==> config.mk <==
export PLATFORM = sky130hd
export DESIGN_NAME = st_line_encoder
export DESIGN_NICKNAME = d
export VERILOG_FILES = /design/src/rtl/st_line_pkg.sv /design/src/rtl/st_frame_timer.sv /design/src/rtl/st_frame_store.sv /design/src/rtl/st_slot_mux.sv /design/src/rtl/st_line_coder.sv /design/src/rtl/st_line_encoder.sv
export SDC_FILE = /design/constraint.sdc
export NUM_CORES = 1
export LEC_CHECK = 0
export BUFFER_PORTS_ARGS = -buffer_cell sky130_fd_sc_hd__buf_4
export CAP_MARGIN = 5
export CORE_ASPECT_RATIO = 0.6
export CORE_MARGIN = 5
export CORE_UTILIZATION = 46
export DETAILED_ROUTE_END_ITERATION = 8
export PLACE_DENSITY_LB_ADDON = 0.15
export SETUP_SLACK_MARGIN = 0.5
export SLEW_MARGIN = 20
export SYNTH_ARGS = -nofsm -noshare
export SYNTH_HDL_FRONTEND = slang
export SYNTH_SLANG_ARGS = --single-unit
export TNS_END_PERCENT = 30
==> constraint.sdc <==
create_clock -name clk_i -period 10.53 [get_ports clk_i]
set_input_delay 2.106 -clock clk_i [delete_from_list [all_inputs] [get_ports clk_i]]
set_output_delay 2.106 -clock clk_i [all_outputs]
set_load 0.1 [all_outputs]
==> src/rtl/st_line_pkg.sv <==
package st_line_pkg;
  localparam int FRAME_LEN = 48;
  localparam int OCT_W     = 8;
  localparam int SIG_W     = 4;
  localparam int DATA_W    = 4 * OCT_W + SIG_W;
  localparam int IDX_W     = $clog2(FRAME_LEN);
  localparam int SEL_W     = $clog2(DATA_W);

  typedef enum logic [2:0] {
    SLOT_FRM,
    SLOT_AUX,
    SLOT_BAL,
    SLOT_DAT,
    SLOT_IDLE
  } slot_e;

  function automatic slot_e slot_kind(input logic [IDX_W-1:0] idx);
    case (int'(idx))
      0:                     return SLOT_FRM;
      13:                    return SLOT_AUX;
      1, 10, 12, 23, 25, 44: return SLOT_BAL;
      14, 45, 46, 47:        return SLOT_IDLE;
      default:               return SLOT_DAT;
    endcase
  endfunction

  // frame position -> bit of the data word
  function automatic logic [SEL_W-1:0] data_sel(input logic [IDX_W-1:0] idx);
    int i;
    int r;
    i = int'(idx);
    r = 0;
    if (i >= 2 && i <= 9)        r = DATA_W - 1 - (i - 2);
    else if (i >= 15 && i <= 22) r = DATA_W - 1 - 2 * OCT_W - (i - 15);
    else if (i >= 26 && i <= 33) r = DATA_W - 1 - OCT_W - (i - 26);
    else if (i >= 35 && i <= 42) r = DATA_W - 1 - 3 * OCT_W - (i - 35);
    else if (i == 11)            r = SIG_W - 1;
    else if (i == 24)            r = SIG_W - 2;
    else if (i == 34)            r = SIG_W - 3;
    else                         r = 0;
    return SEL_W'(r);
  endfunction
endpackage

==> src/rtl/st_frame_timer.sv <==
module st_frame_timer
  import st_line_pkg::*;
#(
  parameter int LEN   = FRAME_LEN,
  parameter int DELAY = 2
) (
  input  logic             clk_i,
  input  logic             rst_ni,
  input  logic             bit_en_i,
  input  logic             dir_i,
  output logic [IDX_W-1:0] idx_o
);
  localparam int SW = IDX_W + 1;

  logic [IDX_W-1:0] ref_q;
  logic [SW-1:0]    sum;

  always_ff @(posedge clk_i or negedge rst_ni) begin
    if (!rst_ni)       ref_q <= '0;
    else if (bit_en_i) ref_q <= (ref_q == IDX_W'(LEN - 1)) ? '0 : ref_q + 1'b1;
  end

  // the lagging direction runs DELAY bits behind the reference count
  always_comb begin
    sum = {1'b0, ref_q} + (dir_i ? SW'(LEN - DELAY) : '0);
    if (sum >= SW'(LEN)) idx_o = IDX_W'(sum - SW'(LEN));
    else                 idx_o = sum[IDX_W-1:0];
  end
endmodule

==> src/rtl/st_frame_store.sv <==
module st_frame_store
  import st_line_pkg::*;
(
  input  logic              clk_i,
  input  logic              rst_ni,
  input  logic              bit_en_i,
  input  logic [IDX_W-1:0]  idx_i,
  input  logic [DATA_W-1:0] frame_i,
  output logic [DATA_W-1:0] data_o
);
  logic take;

  assign take = bit_en_i && (idx_i == IDX_W'(FRAME_LEN - 1));

  always_ff @(posedge clk_i or negedge rst_ni) begin
    if (!rst_ni)   data_o <= '1;
    else if (take) data_o <= frame_i;
  end
endmodule

==> src/rtl/st_slot_mux.sv <==
module st_slot_mux
  import st_line_pkg::*;
(
  input  logic [IDX_W-1:0]  idx_i,
  input  logic [DATA_W-1:0] data_i,
  output slot_e             kind_o,
  output logic              dbit_o,
  output logic              first_o
);
  always_comb begin
    kind_o  = slot_kind(idx_i);
    dbit_o  = data_i[data_sel(idx_i)];
    first_o = (idx_i == '0);
  end
endmodule

==> src/rtl/st_line_coder.sv <==
module st_line_coder
  import st_line_pkg::*;
(
  input  logic  clk_i,
  input  logic  rst_ni,
  input  logic  bit_en_i,
  input  slot_e kind_i,
  input  logic  dbit_i,
  input  logic  first_i,
  output logic  pos_o,
  output logic  neg_o,
  output logic  frame_start_o
);
  logic started_q, last_neg_q, acc_q;
  logic emit, zero, forced, pol_neg;

  always_comb begin
    forced = (kind_i == SLOT_FRM) || (kind_i == SLOT_AUX);
    emit   = started_q | first_i;
    case (kind_i)
      SLOT_FRM, SLOT_AUX: zero = 1'b1;
      SLOT_BAL:           zero = acc_q;
      SLOT_IDLE:          zero = 1'b0;
      default:            zero = ~dbit_i;
    endcase
    pol_neg = forced ? last_neg_q : ~last_neg_q;
  end

  always_ff @(posedge clk_i or negedge rst_ni) begin
    if (!rst_ni) begin
      pos_o         <= 1'b0;
      neg_o         <= 1'b0;
      frame_start_o <= 1'b0;
      started_q     <= 1'b0;
      last_neg_q    <= 1'b1;
      acc_q         <= 1'b0;
    end else if (bit_en_i) begin
      if (emit) begin
        pos_o         <= zero & ~pol_neg;
        neg_o         <= zero & pol_neg;
        frame_start_o <= first_i;
        started_q     <= 1'b1;
        if (zero) last_neg_q <= pol_neg;
        if (first_i)                 acc_q <= zero;
        else if (kind_i == SLOT_BAL) acc_q <= 1'b0;
        else                         acc_q <= acc_q ^ zero;
      end else begin
        pos_o         <= 1'b0;
        neg_o         <= 1'b0;
        frame_start_o <= 1'b0;
      end
    end
  end
endmodule

==> src/rtl/st_line_encoder.sv <==
module st_line_encoder
  import st_line_pkg::*;
#(
  parameter int TE_DELAY = 2
) (
  input  logic              clk_i,
  input  logic              rst_ni,
  input  logic              bit_en_i,
  input  logic              dir_i,
  input  logic [DATA_W-1:0] frame_i,
  output logic              pos_o,
  output logic              neg_o,
  output logic              frame_start_o
);
  logic [IDX_W-1:0]  idx;
  logic [DATA_W-1:0] data;
  slot_e             kind;
  logic              dbit, first;

  st_frame_timer #(.LEN(FRAME_LEN), .DELAY(TE_DELAY)) u_timer (
    .clk_i, .rst_ni, .bit_en_i, .dir_i, .idx_o(idx)
  );

  st_frame_store u_store (
    .clk_i, .rst_ni, .bit_en_i, .idx_i(idx), .frame_i, .data_o(data)
  );

  st_slot_mux u_mux (
    .idx_i(idx), .data_i(data), .kind_o(kind), .dbit_o(dbit), .first_o(first)
  );

  st_line_coder u_coder (
    .clk_i, .rst_ni, .bit_en_i, .kind_i(kind), .dbit_i(dbit), .first_i(first),
    .pos_o, .neg_o, .frame_start_o
  );
endmodule

==> results of run 1 <==
[cell families after synthesis]
kind of cell | synth area share
compound gates | 0.214
xor+xnor | 0.0238
fa+ha+maj | 0.0497
buf+inv | 0.0446
flops | 0.339
mux | 0.165
simple gates | 0.164
[sequential cells by signal, indices dropped and copies added (netlist names)]
| signal | flops |
|---|---|
| u_store.data_o | 36 |
| u_timer.ref_q | 6 |
| u_coder.acc_q | 1 |
| u_coder.frame_start_o | 1 |
| u_coder.last_neg_q | 1 |
| u_coder.neg_o | 1 |
| u_coder.pos_o | 1 |
| u_coder.started_q | 1 |
[through the flow]
| stage | std cells | util |
|---|---|---|
| final | 532 | 0.537 |
| after global routing | 532 | 0.537 |
| after CTS | 532 | 0.537 |
| after detailed placement | 524 | 0.518 |
| after global placement | 524 | 0.518 |
| after floorplan | 392 | - |
[worst register-to-register path: cells and delay by family, from the launching register on]
| kind | cells | cell delay [ps] |
|---|---|---|
| AO/OA/AOI/OAI | 8 | 2350 |
| XOR/XNOR | 1 | 180 |
| adder cells (fa/ha/maj) | 2 | 880 |
| buffers and inverters | 1 | 90 |
| flip-flops | 1 | 410 |
| multiplexers | 1 | 370 |
| AND/OR/NAND/NOR | 4 | 810 |
[cells in the final DEF (no fill, tap or decap), types with 4 or more instances in the layout]
master / n
dfrtp_1: 11
a21oi_1: 14
xor2_1: 4
a221oi_1: 4
and2_1: 4
mux2_1: 4
nand2b_1: 7
dfstp_2: 37
o211ai_1: 4
mux2i_1: 11
o21ai_0: 20
nor3_1: 12
mux2_2: 40
nand3_1: 12
xnor2_1: 6
o21a_1: 5
o21ai_1: 4
clkbuf_16: 5
inv_1: 16
a31oi_1: 4
nor2_1: 31
nor4_1: 4
a211oi_1: 6
buf_4: 45
nor2b_1: 5
a32oi_1: 5
ha_1: 13
nand2_1: 27
[area by class of cell]
class	count	area share
clock buffer	6	0.0331
clock inverter	2	0.00328
inverter	17	0.0152
multi-input combinational	306	0.539
sequential	48	0.297
tap	108	0.0322
timing repair buffer	45	0.0804
[worst min-delay path by stage]
stage / from / end / slack, ps
3_5_place_dp: u_coder.started_q / u_coder.started_q / 500
3_3_place_gp: u_coder.started_q / u_coder.started_q / 480
5_1_grt: u_coder.started_q / u_coder.started_q / 540
6_report: u_coder.started_q / u_coder.started_q / 510
4_1_cts: u_coder.started_q / u_coder.started_q / 510
2_1_floorplan: u_coder.started_q / u_coder.started_q / 450
[routing by layer]
| layer | vias up | wire, um | track usage |
|---|---|---|---|
| met5 | - | 0 | 0 |
| met4 | 0 | 60 | 0.0357 |
| met3 | 8 | 900 | 0.0591 |
| met2 | 177 | 3630 | 0.261 |
| met1 | 1537 | 4680 | 0.295 |
| li1 | 1532 | - | - |
==> run_results.csv, run 1 <==
group,metric,value,unit
global_routing,grt-ovfl-total,0,
place,port_buffers,42,
detailed_routing,dr.pass1.iters,6,
synthesis,yosysWarningCount,0,
synthesis,synthCells,392,
setup_path,path_cells,"buf_4 > ha_1 > inv_1 > fa_1 > nor2b_1 > a211oi_1 > o21ai_0 > a211oi_1 > a32oi_1 > a221o_1 > nand2_4 > mux2_1 > a221oi_1 > o2111ai_1 > o211ai_2 > a21oi_2 > nor4b_1 > xor2_1",
cells_and_area,multiInputGateArea,0.00226,sq mm
place,placed_area,0.00405,sq mm
setup_path,path_common_cell,"a211oi_1",
setup_path,r2r_end,"u_coder.last_neg_q",
synthesis,syn-cell-area,0.00368,sq mm
cts,clockBufferDepth,2,
timing,final.setup_skew,10.7,ps
setup_path,cp_max_fo,14,
setup_path,reg2reg_from,"u_timer.ref_q[1]",
place,post-place-ws,3660,ps
timing,drv_slew,0,
place,dp_hpwl,7.07,mm
setup_path,rr_worst_depth,17,
setup_path,crit_cells,18,
global_routing,antenna_found_initial,0,
floorplan,chipWidth,125,um
floorplan,initial_core_util,0.470,
synthesis,synth_area_leaders,"dfstp_2 26%, mux2_2 12%, dfrtp_1 7.5%",
timing,worst_slew_pin_slew,619,ps
setup_path,cp-startpoint,"dir_i",
timing,period_needed,6660,ps
synthesis,syn_avg_cell_area,9.38,sq um
cts,htree_levels,2,
timing,fin_ws,3870,ps
timing,setup_violations,0,
cts,hold_buffers,0,
detailed_routing,vias,3254,
global_routing,grt_max_degree,49,
timing,finalHoldViolCount,0,
setup_path,r2r_setup_slack,5370,ps
cts,cts_buffers,5,
global_routing,grt_usage,0.192,
synthesis,synthDominantCellAreaShare,0.264,
cts,clk_transition_reported_paths,70,ps
synthesis,synthFlopType,"dfstp_2",
cts,post_cts_resized,0,
timing,finalCritPeriodShare,0.632,
detailed_routing,drtAntennaViolNets,0,
floorplan,die_h,79.2,um
cells_and_area,nNetsFinal,477,
synthesis,async_flop_share,1.00,
timing,fmax,0.150,GHz
detailed_routing,routed_wl,9.27,mm
floorplan,top_level_ports,43,
floorplan,design.die.area,0.00994,sq mm
timing,slew_headroom,0.588,
cells_and_area,n_antenna_cell,0,
synthesis,yosys-top-cells-count,"40 x mux2_2, 37 x dfstp_2, 31 x nor2_1, 27 x nand2_1, 20 x o21ai_0",
setup_path,cp.arrival,6880,ps
synthesis,syn_nets,446,
floorplan,fp.coreArea,0.00782,sq mm
cells_and_area,area_delta_synth_final,14.3,%
place,gp_congestion,0.976,
cells_and_area,stdcell_area,0.00420,sq mm
floorplan,num_rows,25,
setup_path,cp-end-kind,"register",
hold_path,hold_depth,2,
detailed_routing,post_drt_wl_per_cell,17.4,um
cells_and_area,seqCellArea,0.00125,sq mm
hold_path,hp-class,"reg -> reg",
cts,post-cts-setup-buffers,0,
cts,cts_root_buffer,"clkbuf_16",
global_routing,grt_pass1_wl,15.5,mm
synthesis,ys_seq_area_frac,0.339,
cts,cts_tree,"done",
setup_path,setup.worst_path.end,"u_coder.last_neg_q",
setup_path,crit_slowest_cell,"a221o_1",
cells_and_area,drive_gt1_frac,0.337,
run,maxCapViolCount,0,
synthesis,ys_seq_elements,48,
setup_path,crit_path_start_kind,"input pin",
setup_path,max_stage_delay,480,ps
detailed_routing,via_per_inst,6.12,
setup_path,required,10760,ps
detailed_routing,drc,0,
status,status,"completed",
global_routing,grt_pass1_vias,3015,
setup_path,critPathKind,"in -> reg",
cts,clock_latency,300,ps
detailed_routing,drt_iter0_markers,258,
synthesis,ys_types,72,
cells_and_area,nFillCells,731,
setup_path,path_delay_family,"compound AO/OA/AOI/OAI gates",
synthesis,synth_most_common_cell,"mux2_2",
timing,hold_ws,507,ps
timing,tns,0,ps
synthesis,synth_top_area_cell,"dfstp_2",
synthesis,synth_edf_count,0,
cts,cts.sinks,48,
setup_path,path_buf_inv,2,
timing,grt_setup_unrepaired,"false",
Power of run 1 is not shown: default switching activity piles up to over one toggle a cycle in this logic, so the estimate is an artifact.
==> inputs of run 2 (changes only) <==
==> constraint.sdc (replaced) <==
create_clock -name clk_i -period 6.4 [get_ports clk_i]
set_input_delay 1.28 -clock clk_i [delete_from_list [all_inputs] [get_ports clk_i]]
set_output_delay 1.28 -clock clk_i [all_outputs]
set_load 0.1 [all_outputs]
==> run_results.csv, run 2 (synthesis results as in run 1) <==
group,metric,value,unit
floorplan,num_rows,25,
status,status,"completed",
cells_and_area,nNetsFinal,478,
cells_and_area,drive_gt1_frac,0.348,
global_routing,grt_use_met3,0.0544,
global_routing,use_met2,0.244,
setup_path,critPathKind,"in -> reg",
cells_and_area,layout_commonest_cell,"buf_4",
timing,finalCritPeriodShare,0.876,
timing,tns,0,ps
cts,cts_buffers,5,
cts,cts_tree,"done",
setup_path,cp-end-kind,"register",
setup_path,r2r_setup_slack,1470,ps
setup_path,required,6630,ps
cells_and_area,final_util,0.540,
setup_path,max_stage_delay,450,ps
global_routing,top_usage_layer,"met1",
timing,final.setup_skew,7.58,ps
cts,cts_root_buffer,"clkbuf_16",
cells_and_area,area_delta_synth_final,14.9,%
cts,htree_levels,2,
floorplan,design.die.area,0.00994,sq mm
global_routing,grt_max_degree,49,
cells_and_area,n_antenna_cell,0,
setup_path,crit_slowest_cell,"fa_2",
cts,hold_buffers,0,
place,port_buffers,42,
global_routing,grt-ovfl-total,0,
detailed_routing,routed_wl,9.15,mm
cts,clk_transition_reported_paths,70,ps
detailed_routing,via_per_inst,5.94,
timing,setup_violations,0,
global_routing,grt_usage,0.188,
detailed_routing,post_drt_wl_per_cell,17.2,um
cells_and_area,max_flop_register,"u_store.data_o",
global_routing,grt_pass1_vias,2967,
setup_path,cp_max_fo,14,
cells_and_area,largest_reg_flops,36,
run,maxCapViolCount,0,
global_routing,antenna_found_initial,0,
setup_path,path_buf_inv,2,
cells_and_area,stdcell_area,0.00422,sq mm
floorplan,top_level_ports,43,
setup_path,path_delay_family,"compound AO/OA/AOI/OAI gates",
floorplan,die_h,79.2,um
floorplan,initial_core_util,0.470,
cts,clockBufferDepth,2,
place,dp_hpwl,6.94,mm
global_routing,grt_pass1_wl,15.1,mm
timing,slew_headroom,0.606,
detailed_routing,dr.pass1.iters,5,
floorplan,fp.coreArea,0.00782,sq mm
timing,hold_ws,503,ps
timing,fmax,0.178,GHz
timing,period_needed,5600,ps
detailed_routing,vias,3164,
detailed_routing,drt_iter0_markers,248,
detailed_routing,drtAntennaViolNets,0,
place,gp_congestion,0.994,
timing,finalHoldViolCount,0,
timing,worst_slew_pin_slew,591,ps
detailed_routing,drc,0,
cells_and_area,largest_registers,"u_store.data_o x36, u_timer.ref_q x6",
setup_path,cp.arrival,5830,ps
cells_and_area,most-common-layout-cells,"46 x buf_4, 40 x mux2_2, 37 x dfstp_2, 31 x nor2_1, 27 x nand2_1",
timing,grt_setup_unrepaired,"false",
timing,drv_slew,0,
setup_path,crit_path_start_kind,"input pin",
place,placed_area,0.00406,sq mm
setup_path,path_cells,"buf_4 > ha_1 > inv_1 > fa_2 > nand2b_1 > nor4_1 > o311a_1 > or2_0 > a32o_1 > a221o_1 > nand2_4 > mux2_1 > a221oi_1 > o2111ai_1 > o211ai_2 > a21oi_2 > nor4b_2 > xor2_1",
hold_path,hp-class,"reg -> reg",
global_routing,grtUsageMet1,0.299,
cells_and_area,nFillCells,736,
cts,cts.sinks,48,
cts,clock_latency,290,ps
floorplan,chipWidth,125,um
==> run 2: cell count changes in the layout (fill, tap and decap cells not counted) <==
| cell | previous run | this run |
|---|---|---|
| o21ai_2 | 1 | 2 |
| fa_2 | 0 | 1 |
| nor4b_2 | 0 | 1 |
| nor4b_1 | 1 | 0 |
| o21ai_1 | 4 | 3 |
| fa_1 | 1 | 0 |
| nor2b_2 | 0 | 1 |
| nor2b_1 | 5 | 4 |
| buf_4 | 45 | 46 |
==> run 2: path summary, 6_finish.rpt <==
kind                                   start  cells past startpoint            endpoint
max                                    dir_i                     18  u_coder.last_neg_q
min                        u_coder.started_q                      2   u_coder.started_q
max reg2reg                 u_timer.ref_q[1]                     17  u_coder.last_neg_q
min reg2reg                u_coder.started_q                      2   u_coder.started_q
max in group asynchronous             rst_ni                      1   u_coder.started_q
min in group asynchronous             rst_ni                      1       u_coder.pos_o
==> run 2: layout make-up <==
| cell class | instances | area (sq um) | share of cell area |
|---|---|---|---|
| flip-flops and latches | 48 | 1250 | 0.295 |
| repair buffers | 46 | 345 | 0.0818 |
| clock buffers | 6 | 139 | 0.0329 |
| clock inverters | 2 | 13.8 | 0.00326 |
| well taps | 108 | 135 | 0.0320 |
| inverters | 17 | 63.8 | 0.0151 |
| multi-input cells | 306 | 2280 | 0.540 |
==> run 2: timing repair <==
item	in CTS	in global routing
endpoints found under the setup margin	0	1
setup buffers	0	0
gates resized for setup	0	4
==> run 2: per-stage QoR <==
stage | cells | setup slack (ps)
final | 533 | 795
after floorplan | 392 | 1120
after global routing | 533 | 533
after detailed placement | 525 | 315
after CTS | 533 | 611
after global placement | 525 | 504
==> run 2: routing by layer <==
layer	wire (um)	vias up	part of all wire
met2	3550	133	0.39
met4	73	0	0.0080
met5	0	-	0
met3	745	8	0.081
met1	4780	1502	0.52
li1	-	1521	-
==> run 2: tightest hold or removal path: stages (launching register included) <==
cell	delay [ps]
dfrtp_1	340
inv_1	70
nand2_1	60
Power of run 2 is left out for the same reason.
==> inputs of run 3 (changes only) <==
--- a/config.mk
+++ b/config.mk
@@ -6,7 +6,7 @@
 export NUM_CORES = 1
 export LEC_CHECK = 0
 export BUFFER_PORTS_ARGS = -buffer_cell sky130_fd_sc_hd__buf_4
-export CAP_MARGIN = 5
+export CAP_MARGIN = 20
 export CORE_ASPECT_RATIO = 0.6
 export CORE_MARGIN = 5
 export CORE_UTILIZATION = 46
==> constraint.sdc (replaced) <==
create_clock -name clk_i -period 7.2 [get_ports clk_i]
set_input_delay 1.44 -clock clk_i [delete_from_list [all_inputs] [get_ports clk_i]]
set_output_delay 1.44 -clock clk_i [all_outputs]
set_load 0.1 [all_outputs]
==> run_results.csv, run 3 (synthesis results as in run 1) <==
group,metric,value,unit
status,status,"completed",
setup_path,r2r_setup_slack,1980,ps
cells_and_area,nNetsFinal,477,
cts,post-cts-setup-buffers,0,
cts,cts.sinks,48,
floorplan,num_rows,25,
timing,finalHoldViolCount,0,
cts,htree_levels,2,
setup_path,r2r_end,"u_coder.last_neg_q",
floorplan,die_h,79.2,um
setup_path,critPathKind,"in -> reg",
detailed_routing,via_per_inst,6.06,
setup_path,crit_slowest_cell,"fa_1",
timing,setup_violations,0,
setup_path,max_stage_delay,560,ps
cells_and_area,nFillCells,726,
global_routing,grt_pass1_vias,3061,
detailed_routing,drtAntennaViolNets,0,
cells_and_area,layout_commonest_cell,"buf_4",
cells_and_area,seqCellArea,0.00125,sq mm
place,port_buffers,42,
detailed_routing,post_drt_wl_per_cell,17.3,um
cells_and_area,multiInputGateArea,0.00226,sq mm
cts,clock_latency,290,ps
cts,clockBufferDepth,2,
timing,finalCritPeriodShare,0.839,
setup_path,cp-startpoint,"dir_i",
global_routing,grt_usage,0.189,
detailed_routing,routed_wl,9.22,mm
cts,hold_buffers,0,
place,dp_hpwl,7.05,mm
detailed_routing,drt_iter0_markers,220,
timing,worst_slew_pin_slew,617,ps
floorplan,top_level_ports,43,
hold_path,hp-class,"reg -> reg",
global_routing,grt-ovfl-total,0,
timing,period_needed,6040,ps
setup_path,cp-end-kind,"register",
cells_and_area,drive_gt1_frac,0.337,
cts,post_cts_resized,0,
global_routing,antenna_found_initial,0,
cells_and_area,max_flop_register,"u_store.data_o",
setup_path,setup.worst_path.end,"u_coder.last_neg_q",
cts,cts_buffers,5,
timing,final.setup_skew,11.6,ps
setup_path,crit_path_start_kind,"input pin",
cts,clk_transition_reported_paths,70,ps
cts,cts_tree,"done",
cells_and_area,area_delta_synth_final,14.3,%
detailed_routing,vias,3223,
place,gp_congestion,1.02,
floorplan,fp.coreArea,0.00782,sq mm
run,maxCapViolCount,0,
timing,fmax,0.166,GHz
floorplan,initial_core_util,0.470,
cts,cts_root_buffer,"clkbuf_16",
timing,tns,0,ps
timing,slew_headroom,0.589,
detailed_routing,drc,0,
global_routing,grt_pass1_wl,15.2,mm
floorplan,chipWidth,125,um
timing,grt_setup_unrepaired,"false",
detailed_routing,dr.pass1.iters,5,
setup_path,path_cells,"buf_4 > ha_1 > inv_1 > fa_1 > nand2b_1 > nor4_1 > o311a_1 > or2_0 > a32o_1 > a211o_2 > nand2_4 > mux2_1 > a221oi_1 > o2111ai_1 > o211ai_2 > a21oi_2 > nor4b_1 > xor2_1",
timing,drv_slew,0,
cells_and_area,largest_reg_flops,36,
setup_path,reg2reg_from,"u_timer.ref_q[1]",
setup_path,rr_worst_depth,17,
cells_and_area,most-common-layout-cells,"45 x buf_4, 40 x mux2_2, 37 x dfstp_2, 31 x nor2_1, 27 x nand2_1",
setup_path,cp.arrival,6260,ps
cells_and_area,largest_registers,"u_store.data_o x36, u_timer.ref_q x6",
setup_path,cp_max_fo,14,
floorplan,design.die.area,0.00994,sq mm
setup_path,required,7420,ps
global_routing,grt_max_degree,49,
cells_and_area,n_antenna_cell,0,
run 3: cell types whose count changed in the layout (fill, tap and decap cells not counted), sizes merged:
cell  change
buf       -1
run 3: routing by layer:
| layer | up-vias | GRT usage | routed length [um] | share of wire |
|---|---|---|---|---|
| met5 | - | 0 | 0 | 0 |
| met4 | 0 | 0.0433 | 78 | 0.0085 |
| met3 | 9 | 0.0565 | 861 | 0.093 |
| met2 | 156 | 0.257 | 3680 | 0.40 |
| met1 | 1534 | 0.289 | 4600 | 0.50 |
| li1 | 1524 | - | - | - |
run 3: per-stage QoR:
step | util | cell area [sq um] | hold slack (ps) | cells | setup slack [ps]
4_1_cts | 0.537 | 4200 | 508 | 532 | 1180
3_3_place_gp | 0.518 | 4050 | 484 | 524 | 1150
2_1_floorplan | - | 3680 | 453 | 392 | 1760
6_report | 0.537 | 4200 | 512 | 532 | 1160
5_1_grt | 0.537 | 4200 | 526 | 532 | 862
3_5_place_dp | 0.518 | 4050 | 491 | 524 | 864
run 3: area by class of cell:
| cell class | instances | area share |
|---|---|---|
| Timing Repair Buffer | 45 | 0.0804 |
| Clock buffer | 6 | 0.0331 |
| Tap cell | 108 | 0.0322 |
| Inverter | 17 | 0.0152 |
| Sequential cell | 48 | 0.297 |
| Clock inverter | 2 | 0.00328 |
| Multi-Input combinational cell | 306 | 0.539 |
run 3: worst min-delay path by stage:
| stage | from | depth (start not counted) | to | slack [ps] |
|---|---|---|---|---|
| finish | u_coder.started_q | 2 | u_coder.started_q | 510 |
| global route | u_coder.started_q | 2 | u_coder.started_q | 530 |
| CTS | u_coder.started_q | 2 | u_coder.started_q | 510 |
| detailed placement | u_coder.started_q | 2 | u_coder.started_q | 490 |
| global placement | u_coder.started_q | 2 | u_coder.started_q | 480 |
| floorplan | u_coder.started_q | 2 | u_coder.started_q | 450 |
run 3: critical path: cells and delay by family:
kind,cells,cell delay [ps]
AOI/OAI and AO/OA,7,1970
and+or+nand+nor,5,1210
adders and majority gates,2,840
muxes,1,380
xor gates and xnor gates,1,200
buffers and inverters,2,190
Power of run 3 is left out for the same reason.
